$ cat src/rtl/ca_par_pkg.sv
// Package: shared constants and types for the CA parity gate.
// Assumes a 14-bit CA word whose low five bits carry the command header.
package ca_par_pkg;

    // Kind of word held in a pipeline stage
    typedef enum logic [1:0] {
        UI_IDLE = 2'd0,
        UI_HEAD = 2'd1,
        UI_TAIL = 2'd2
    } ui_kind_e;

    localparam int          OP_W        = 5;        // header field width
    localparam int          TWO_UI_BIT  = 1;        // 0 here marks a two-UI command
    localparam logic [4:0]  CW_OPCODE   = 5'b00101; // control-word write header
    localparam int          CW_AW       = 8;        // control-word address width
    localparam logic [7:0]  CW_ADDR_EN  = 8'h00;    // checking enable
    localparam logic [7:0]  CW_ADDR_CLR = 8'h01;    // sticky error clear

endpackage

$ cat src/rtl/ca_par_lane.sv
// Module: one sub-channel of the parity gate.
// Three register stages: A samples the bus, B decides, C drives outputs.
// A command header in B sees its second UI in A, so a two-UI command is
// judged whole before release. Assumes CA_W >= OP_W + CW_AW.
module ca_par_lane
    import ca_par_pkg::*;
#(
    parameter int CA_W  = 14,
    parameter int CS_W  = 2,
    parameter int CW_DW = 2
) (
    input  logic                 clk,
    input  logic                 rst_n,
    input  logic                 par_en,
    input  logic [CA_W-1:0]      ca_i,
    input  logic                 par_i,
    input  logic [CS_W-1:0]      cs_n_i,
    output logic [CA_W-1:0]      q_ca_o,
    output logic [CS_W-1:0]      q_cs_n_o,
    output logic                 err_o,
    output logic                 cw_we_o,
    output logic [CW_AW-1:0]     cw_addr_o,
    output logic [CW_DW-1:0]     cw_data_o
);

    // Stage A: raw sample
    logic [CA_W-1:0] a_ca;
    logic            a_par;
    logic [CS_W-1:0] a_cs_n;
    logic            a_is_tail;
    ui_kind_e        a_kind;
    logic            a_bad;
    logic            a_two;

    // Stage B: classified word
    ui_kind_e        b_kind;
    logic [CA_W-1:0] b_ca;
    logic [CS_W-1:0] b_cs_n;
    logic            b_bad;
    logic            b_two;

    // Decision
    logic b_head;
    logic cmd_bad;
    logic b_cw;
    logic keep;
    logic fwd_head;
    logic keep_tail;

    // Classify the word in stage A and test its parity
    always_comb begin
        a_bad  = ^{a_ca, a_par};
        if (a_is_tail)
            a_kind = UI_TAIL;
        else if (a_cs_n != '1)
            a_kind = UI_HEAD;
        else
            a_kind = UI_IDLE;
        a_two  = (a_kind == UI_HEAD) && !a_ca[TWO_UI_BIT];
    end

    // Stage A capture and tail tracking
    always_ff @(posedge clk) begin
        if (!rst_n) begin
            a_ca      <= '0;
            a_par     <= 1'b0;
            a_cs_n    <= '1;
            a_is_tail <= 1'b0;
        end else begin
            a_ca      <= ca_i;
            a_par     <= par_i;
            a_cs_n    <= cs_n_i;
            a_is_tail <= a_two;
        end
    end

    // Stage B capture
    always_ff @(posedge clk) begin
        if (!rst_n) begin
            b_kind <= UI_IDLE;
            b_ca   <= '0;
            b_cs_n <= '1;
            b_bad  <= 1'b0;
            b_two  <= 1'b0;
        end else begin
            b_kind <= a_kind;
            b_ca   <= a_ca;
            b_cs_n <= a_cs_n;
            b_bad  <= a_bad;
            b_two  <= a_two;
        end
    end

    // Judge a header in B, using the tail now in A for two-UI commands
    always_comb begin
        b_head    = (b_kind == UI_HEAD);
        cmd_bad   = b_bad | (b_two & a_bad);
        b_cw      = b_head & b_two & (b_ca[OP_W-1:0] == CW_OPCODE);
        keep      = b_head & (!par_en | !cmd_bad);
        fwd_head  = keep & !b_cw;
        err_o     = b_head & par_en & cmd_bad;
        cw_we_o   = keep & b_cw;
        cw_addr_o = b_ca[OP_W +: CW_AW];
        cw_data_o = a_ca[CW_DW-1:0];
    end

    // Stage C: remember the verdict for the tail, drive the outputs
    always_ff @(posedge clk) begin
        if (!rst_n) begin
            keep_tail <= 1'b0;
            q_ca_o    <= '0;
            q_cs_n_o  <= '1;
        end else begin
            keep_tail <= fwd_head & b_two;
            unique case (b_kind)
                UI_HEAD: begin
                    q_ca_o   <= fwd_head ? b_ca   : '0;
                    q_cs_n_o <= fwd_head ? b_cs_n : '1;
                end
                UI_TAIL: begin
                    q_ca_o   <= keep_tail ? b_ca   : '0;
                    q_cs_n_o <= keep_tail ? b_cs_n : '1;
                end
                default: begin
                    q_ca_o   <= '0;
                    q_cs_n_o <= '1;
                end
            endcase
        end
    end

    // a failed command with checking on leaves an empty slot
    p_drop_bad_r3: assert property (@(posedge clk) disable iff (!rst_n)
        (b_kind == UI_HEAD && par_en && cmd_bad) |=> (q_cs_n_o == '1 && q_ca_o == '0));

    // with checking off a normal header is copied through
    p_fwd_off_r4: assert property (@(posedge clk) disable iff (!rst_n)
        (b_kind == UI_HEAD && !par_en && !b_cw) |=> (q_ca_o == $past(b_ca)));

    // no error is raised while checking is off
    p_err_needs_en_r4: assert property (@(posedge clk) disable iff (!rst_n)
        err_o |-> par_en);

    // a tail in B always follows a two-UI header in B
    p_tail_follows_r6: assert property (@(posedge clk) disable iff (!rst_n)
        (b_kind == UI_TAIL) |-> $past(b_kind == UI_HEAD && b_two));

    // a control-word write never reaches the DRAM side
    p_cw_hidden_r8: assert property (@(posedge clk) disable iff (!rst_n)
        (b_kind == UI_HEAD && b_cw) |=> (q_cs_n_o == '1));

endmodule

$ cat src/rtl/ca_par_ctrl.sv
// Module: shared control for the parity gate.
// Holds the checking enable, one sticky error flag per sub-channel and the
// alert hold counter. Sub-channel 0 wins when both write the enable at once.
module ca_par_ctrl
    import ca_par_pkg::*;
#(
    parameter int NSUB      = 2,
    parameter int ALERT_MIN = 4
) (
    input  logic                          clk,
    input  logic                          rst_n,
    input  logic                          sb_mode_enter,
    input  logic [NSUB-1:0]               err_i,
    input  logic [NSUB-1:0]               cw_we_i,
    input  logic [NSUB-1:0][CW_AW-1:0]    cw_addr_i,
    input  logic [NSUB-1:0][NSUB-1:0]     cw_data_i,
    output logic                          par_en_o,
    output logic                          alert_n_o
);

    localparam int CNT_W = $clog2(ALERT_MIN + 1);

    logic            en_wr;
    logic            en_val;
    logic [NSUB-1:0] clr_mask;
    logic [NSUB-1:0] sticky;
    logic [CNT_W-1:0] hold_cnt;

    // Gather control-word writes from all sub-channels
    always_comb begin
        en_wr    = 1'b0;
        en_val   = 1'b0;
        clr_mask = '0;
        for (int i = NSUB - 1; i >= 0; i--) begin
            if (cw_we_i[i] && cw_addr_i[i] == CW_ADDR_EN) begin
                en_wr  = 1'b1;
                en_val = cw_data_i[i][0];
            end
            if (cw_we_i[i] && cw_addr_i[i] == CW_ADDR_CLR)
                clr_mask = clr_mask | cw_data_i[i];
        end
    end

    // Checking enable: sideband entry first, then control writes
    always_ff @(posedge clk) begin
        if (!rst_n)
            par_en_o <= 1'b0;
        else if (sb_mode_enter)
            par_en_o <= 1'b1;
        else if (en_wr)
            par_en_o <= en_val;
    end

    // Sticky error flags: a new error beats a clear in the same cycle
    always_ff @(posedge clk) begin
        if (!rst_n)
            sticky <= '0;
        else
            sticky <= (sticky & ~clr_mask) | err_i;
    end

    // Minimum alert hold, reloaded by every new error
    always_ff @(posedge clk) begin
        if (!rst_n)
            hold_cnt <= '0;
        else if (|err_i)
            hold_cnt <= CNT_W'(ALERT_MIN);
        else if (hold_cnt != '0)
            hold_cnt <= hold_cnt - 1'b1;
    end

    // Alert output
    assign alert_n_o = !((|sticky) || (hold_cnt != '0));

    // any error pulls the alert low on the next edge
    p_err_alerts_r10: assert property (@(posedge clk) disable iff (!rst_n)
        (|err_i) |=> !alert_n_o);

    // a falling alert is never a single-cycle glitch
    p_alert_hold_r11: assert property (@(posedge clk) disable iff (!rst_n)
        $fell(alert_n_o) |=> !alert_n_o);

    // sideband entry always leaves checking on
    p_sb_enables_r5: assert property (@(posedge clk) disable iff (!rst_n)
        sb_mode_enter |=> par_en_o);

    // with no error and no clear the flags do not move
    p_sticky_hold_r10: assert property (@(posedge clk) disable iff (!rst_n)
        (err_i == '0 && clr_mask == '0) |=> $stable(sticky));

endmodule

$ cat src/rtl/ca_par_fwd.sv
// Module: top of the CA parity gate.
// One lane per sub-channel, built by generate, plus the shared control.
// Assumes NSUB sub-channels, each with CS_W rank selects.
module ca_par_fwd
    import ca_par_pkg::*;
#(
    parameter int NSUB      = 2,
    parameter int CA_W      = 14,
    parameter int CS_W      = 2,
    parameter int ALERT_MIN = 4
) (
    input  logic                         clk,
    input  logic                         rst_n,
    input  logic                         sb_mode_enter,
    input  logic [NSUB-1:0][CA_W-1:0]    ca_i,
    input  logic [NSUB-1:0]              par_i,
    input  logic [NSUB-1:0][CS_W-1:0]    cs_n_i,
    output logic [NSUB-1:0][CA_W-1:0]    q_ca_o,
    output logic [NSUB-1:0][CS_W-1:0]    q_cs_n_o,
    output logic                         alert_n_o
);

    logic                        par_en;
    logic [NSUB-1:0]             err;
    logic [NSUB-1:0]             cw_we;
    logic [NSUB-1:0][CW_AW-1:0]  cw_addr;
    logic [NSUB-1:0][NSUB-1:0]   cw_data;

    // One checking lane per sub-channel
    for (genvar g = 0; g < NSUB; g++) begin : g_lane
        ca_par_lane #(
            .CA_W  (CA_W),
            .CS_W  (CS_W),
            .CW_DW (NSUB)
        ) lane_i (
            .clk       (clk),
            .rst_n     (rst_n),
            .par_en    (par_en),
            .ca_i      (ca_i[g]),
            .par_i     (par_i[g]),
            .cs_n_i    (cs_n_i[g]),
            .q_ca_o    (q_ca_o[g]),
            .q_cs_n_o  (q_cs_n_o[g]),
            .err_o     (err[g]),
            .cw_we_o   (cw_we[g]),
            .cw_addr_o (cw_addr[g]),
            .cw_data_o (cw_data[g])
        );
    end

    // Shared enable, error flags and alert
    ca_par_ctrl #(
        .NSUB      (NSUB),
        .ALERT_MIN (ALERT_MIN)
    ) ctrl_i (
        .clk           (clk),
        .rst_n         (rst_n),
        .sb_mode_enter (sb_mode_enter),
        .err_i         (err),
        .cw_we_i       (cw_we),
        .cw_addr_i     (cw_addr),
        .cw_data_i     (cw_data),
        .par_en_o      (par_en),
        .alert_n_o     (alert_n_o)
    );

endmodule

$ cat config.mk
export PLATFORM = sky130hd
export DESIGN_NAME = ca_par_fwd
export DESIGN_NICKNAME = d
export VERILOG_FILES = /design/src/rtl/ca_par_pkg.sv /design/src/rtl/ca_par_lane.sv /design/src/rtl/ca_par_ctrl.sv /design/src/rtl/ca_par_fwd.sv
export SDC_FILE = /design/constraint.sdc
export NUM_CORES = 1
export LEC_CHECK = 0
export ABC_AREA = 1
export BUFFER_PORTS_ARGS = -buffer_cell sky130_fd_sc_hd__buf_2
export CAP_MARGIN = 5
export CORE_MARGIN = 1
export CORE_UTILIZATION = 40
export DETAILED_ROUTE_END_ITERATION = 8
export MAX_ROUTING_LAYER = met4
export PLACE_DENSITY = 0.68
export SYNTH_ARGS = -nofsm -noshare
export SYNTH_HDL_FRONTEND = slang
export SYNTH_SLANG_ARGS = --single-unit
$ cat constraint.sdc
create_clock -name clk -period 3.6 [get_ports clk]
set_input_delay 0 -clock clk [delete_from_list [all_inputs] [get_ports clk]]
set_output_delay 0 -clock clk [all_outputs]
set_load 0.03 [all_outputs]
==> impl_metrics.yaml <==
run_status:
  status: "complete, no violations"
synth:
  synth_xor_area_share_pct: 1.40
  yosys.area_share.adder_pct: 1.72
  avgSynthCellArea_um2: 7.51
  synth_nets: 625
  synthMuxAreaShare_pct: 0
  yosys.area_share.simple_pct: 30.4
  postSynthCellCount: 582
  synth_area_mm2: 0.00437
  yosysSeqAreaShare_pct: 52.2
  ys_warn_count: 0
  synth_top_family_by_area: "simple AND/OR/NAND/NOR gates"
  synth-compound-area-share_pct: 2.49
  yosysUniqueCellTypes: 27
  synth-seq-cells: 114
power:
  p_per_area_mw_per_mm2: 605
  peakVddDrop_uv: 279
  p_leak_nw: 3.11
timing:
  finalSetupTns_ns: 0
  max_freq_ghz: 0.481
  hold_viol_final: 0
  fin_crit_ns: 2.08
  fin_skew_ns: 0.00665
  fin_hold_ws_ns: 0.195
  drv_slew: 0
  setup_viol: 0
  rsz0062_at_grt: "false"
  tightest_slew_ns: 0.749
  fin_crit_sh_pct: 57.7
  max_slew_margin_pct: 49.9
floorplanning:
  pin_count: 70
  rows: 37
  die_w_um: 107
  core_area_mm2: 0.0105
  dieArea_mm2: 0.0114
  die_h_um: 107
  start_util_pct: 41.8
min_path:
  min_path_type: "primary input to flop"
final_layout:
  final.fill_count: 973
  antenna_cells: 0
  nets: 738
  stdcell_count: 843
  mostFrequentLayoutCells: "nand2_1 (206), inv_1 (117), dfxtp_1 (114)"
  syn_to_final_growth_pct: 33.4
  layout_commonest_cell: "nand2_1"
  drive_gt1_share_pct: 19.5
clocking:
  insertion_delay_ns: 0.52
  cts-buffers-inserted: 17
  cts_root_buf: "clkbuf_8"
  cts_sinks: 114
  clockBufferDepth: 2
  cts_tree: "built"
  h-tree-depth: 4
  clkTransAtPathRegs_ns: 0.06
critical_path:
  startpoint_type: "flop"
  cpLargestDelayFamily: "simple AND/OR/NAND/NOR gates"
  path_buf_inv: 2
  critPathRequiredTime_ns: 3.99
  worstPathArrival_ns: 2.47
  slowest_delay_ns: 0.46
  crit_type: "flop to flop"
  crit_chain: "inv_1 -> ha_1 -> nand4_1 -> nor4_1 -> nand3b_4 -> nand2_2 -> inv_2 -> nor3_1"
  critPathCaptureType: "flop"
  cp_slowest_cell: "nor4_1"
  crit_fanout: 14
global_routing:
  first_global_vias: 3605
  grt_pass1_wl_um: 15400
  grt_antenna_before_repair: 0
  overflow: 0
  grt_usage_pct: 17.9
  grt_max_degree: 67
detailed_routing:
  drc: 0
  via_count: 3651
  drt_pass1_iterations: 4
  drtIter0Drc: 206
  avgRoutedWirePerCell_um: 10.6
  wirelength_um: 8940
  ant_nets: 0
  via_per_inst: 4.33
job:
  maxCapViolCount: 0
place:
  dp_cells: 776
  io_buffer_count: 69
  gp_congestion: 0.814
  dp_hpwl_um: 6180
[synthesized netlist by cell type (all sizes together)]
| library cell | instances | area share (%) |
|---|---|---|
| nand3b | 1 | 0.46 |
| nor3 | 17 | 2.3 |
| xor2 | 3 | 0.60 |
| nand4 | 8 | 1.1 |
| buf | 6 | 0.86 |
| ha | 6 | 1.7 |
| or2 | 4 | 0.57 |
| o21ai | 10 | 1.1 |
| a21oi | 5 | 0.83 |
| dfxtp | 114 | 52 |
| nand2 | 212 | 19 |
| inv | 121 | 10 |
| nor2 | 37 | 4.2 |
| nand3 | 21 | 2.6 |
| nor4 | 4 | 0.57 |
| clkbuf | 6 | 0.51 |
| a211oi | 1 | 0.17 |
| o21bai | 2 | 0.34 |
| xnor2 | 4 | 0.80 |
[logic make-up (layout without fill, tap and decap cells)]
| family | count (synthesis) | after routing |
|---|---|---|
| buf+inv | 133 | 258 |
| simple gates | 304 | 304 |
| flops | 114 | 114 |
| compound gates | 18 | 18 |
| xor+xnor | 7 | 7 |
| fa+ha+maj | 6 | 6 |
[area by class of cell]
class / instances / area [µm²] / area share [%]
clock buffer: 21 / 459 / 7.87
clock inverter: 10 / 180 / 3.09
inverter: 121 / 454 / 7.78
multi-input combinational: 335 / 1580 / 27.0
sequential: 114 / 2280 / 39.1
tap: 136 / 170 / 2.92
timing repair buffer: 106 / 713 / 12.2
[power breakdown]
group          switching (mW)  leakage, nW  total [mW]  internal, mW
clock                   0.546        0.310        1.79          1.24
sequential             0.0405        0.937        1.37          1.33
combinational           0.231         1.86       0.378         0.146
[state kept, by name (all words and copies together) (netlist names)]
| register | count |
|---|---|
| ctrl_i.hold_cnt | 3 |
| g_lane.lane_i.keep_tail | 2 |
| g_lane.lane_i.b_bad | 2 |
| g_lane.lane_i.a_is_tail | 2 |
| g_lane.lane_i.q_cs_n_o | 4 |
| g_lane.lane_i.a_cs_n | 4 |
| g_lane.lane_i.b_ca | 28 |
| g_lane.lane_i.b_cs_n | 4 |
| ctrl_i.sticky | 2 |
| g_lane.lane_i.b_kind | 4 |
| g_lane.lane_i.a_par | 2 |
| ctrl_i.par_en_o | 1 |
| g_lane.lane_i.a_ca | 28 |
| g_lane.lane_i.q_ca_o | 28 |
[metrics by stage]
stage	util, %	cell area (µm²)	setup WS [ns]	power (mW)
floorplan	-	4370	1.85	1.65
global placement	46.2	4840	1.68	1.71
detailed placement	46.2	4840	1.56	1.73
CTS	55.8	5840	1.51	3.56
global route	55.8	5840	1.29	3.69
finish	55.8	5840	1.52	3.53
[path summary, 6_finish.rpt]
kind / depth (start not counted) / end / start / slack (ns)
setup / recovery: 8 / g_lane[0].lane_i.q_ca_o[2] / g_lane[0].lane_i.b_kind[1] / 1.52
hold / removal: 4 / g_lane[0].lane_i.a_ca[8] / ca_i[8] / 0.20
setup reg to reg: 8 / g_lane[0].lane_i.q_ca_o[2] / g_lane[0].lane_i.b_kind[1] / 1.52
hold reg to reg: 2 / g_lane[1].lane_i.b_cs_n[0] / g_lane[1].lane_i.a_cs_n[0] / 0.42
[layer usage]
| layer | up-vias | GRT usage [%] | part of all wire (%) |
|---|---|---|---|
| met3 | 20 | 4.78 | 4.3 |
| li1 | 1947 | - | - |
| met4 | 0 | 9.78 | 2.0 |
| met1 | 1602 | 20.4 | 47 |
| met2 | 82 | 28.5 | 47 |
| met5 | - | - | 0 |
[tightest hold or removal path, stage by stage]
cell	delay (ns)
dlygate4sd3_1	0.51
buf_2	0.09
nand2_1	0.04
inv_1	0.04
[what timing repair did]
item                                    in CTS  in global routing
hold buffers                                36                  0
endpoints found under the hold margin       39                  0
gates resized for setup                      0                  0
setup buffers                                0                  0
endpoints found under the setup margin       0                  0
No activity file was read; power rests on OpenSTA's default activity.
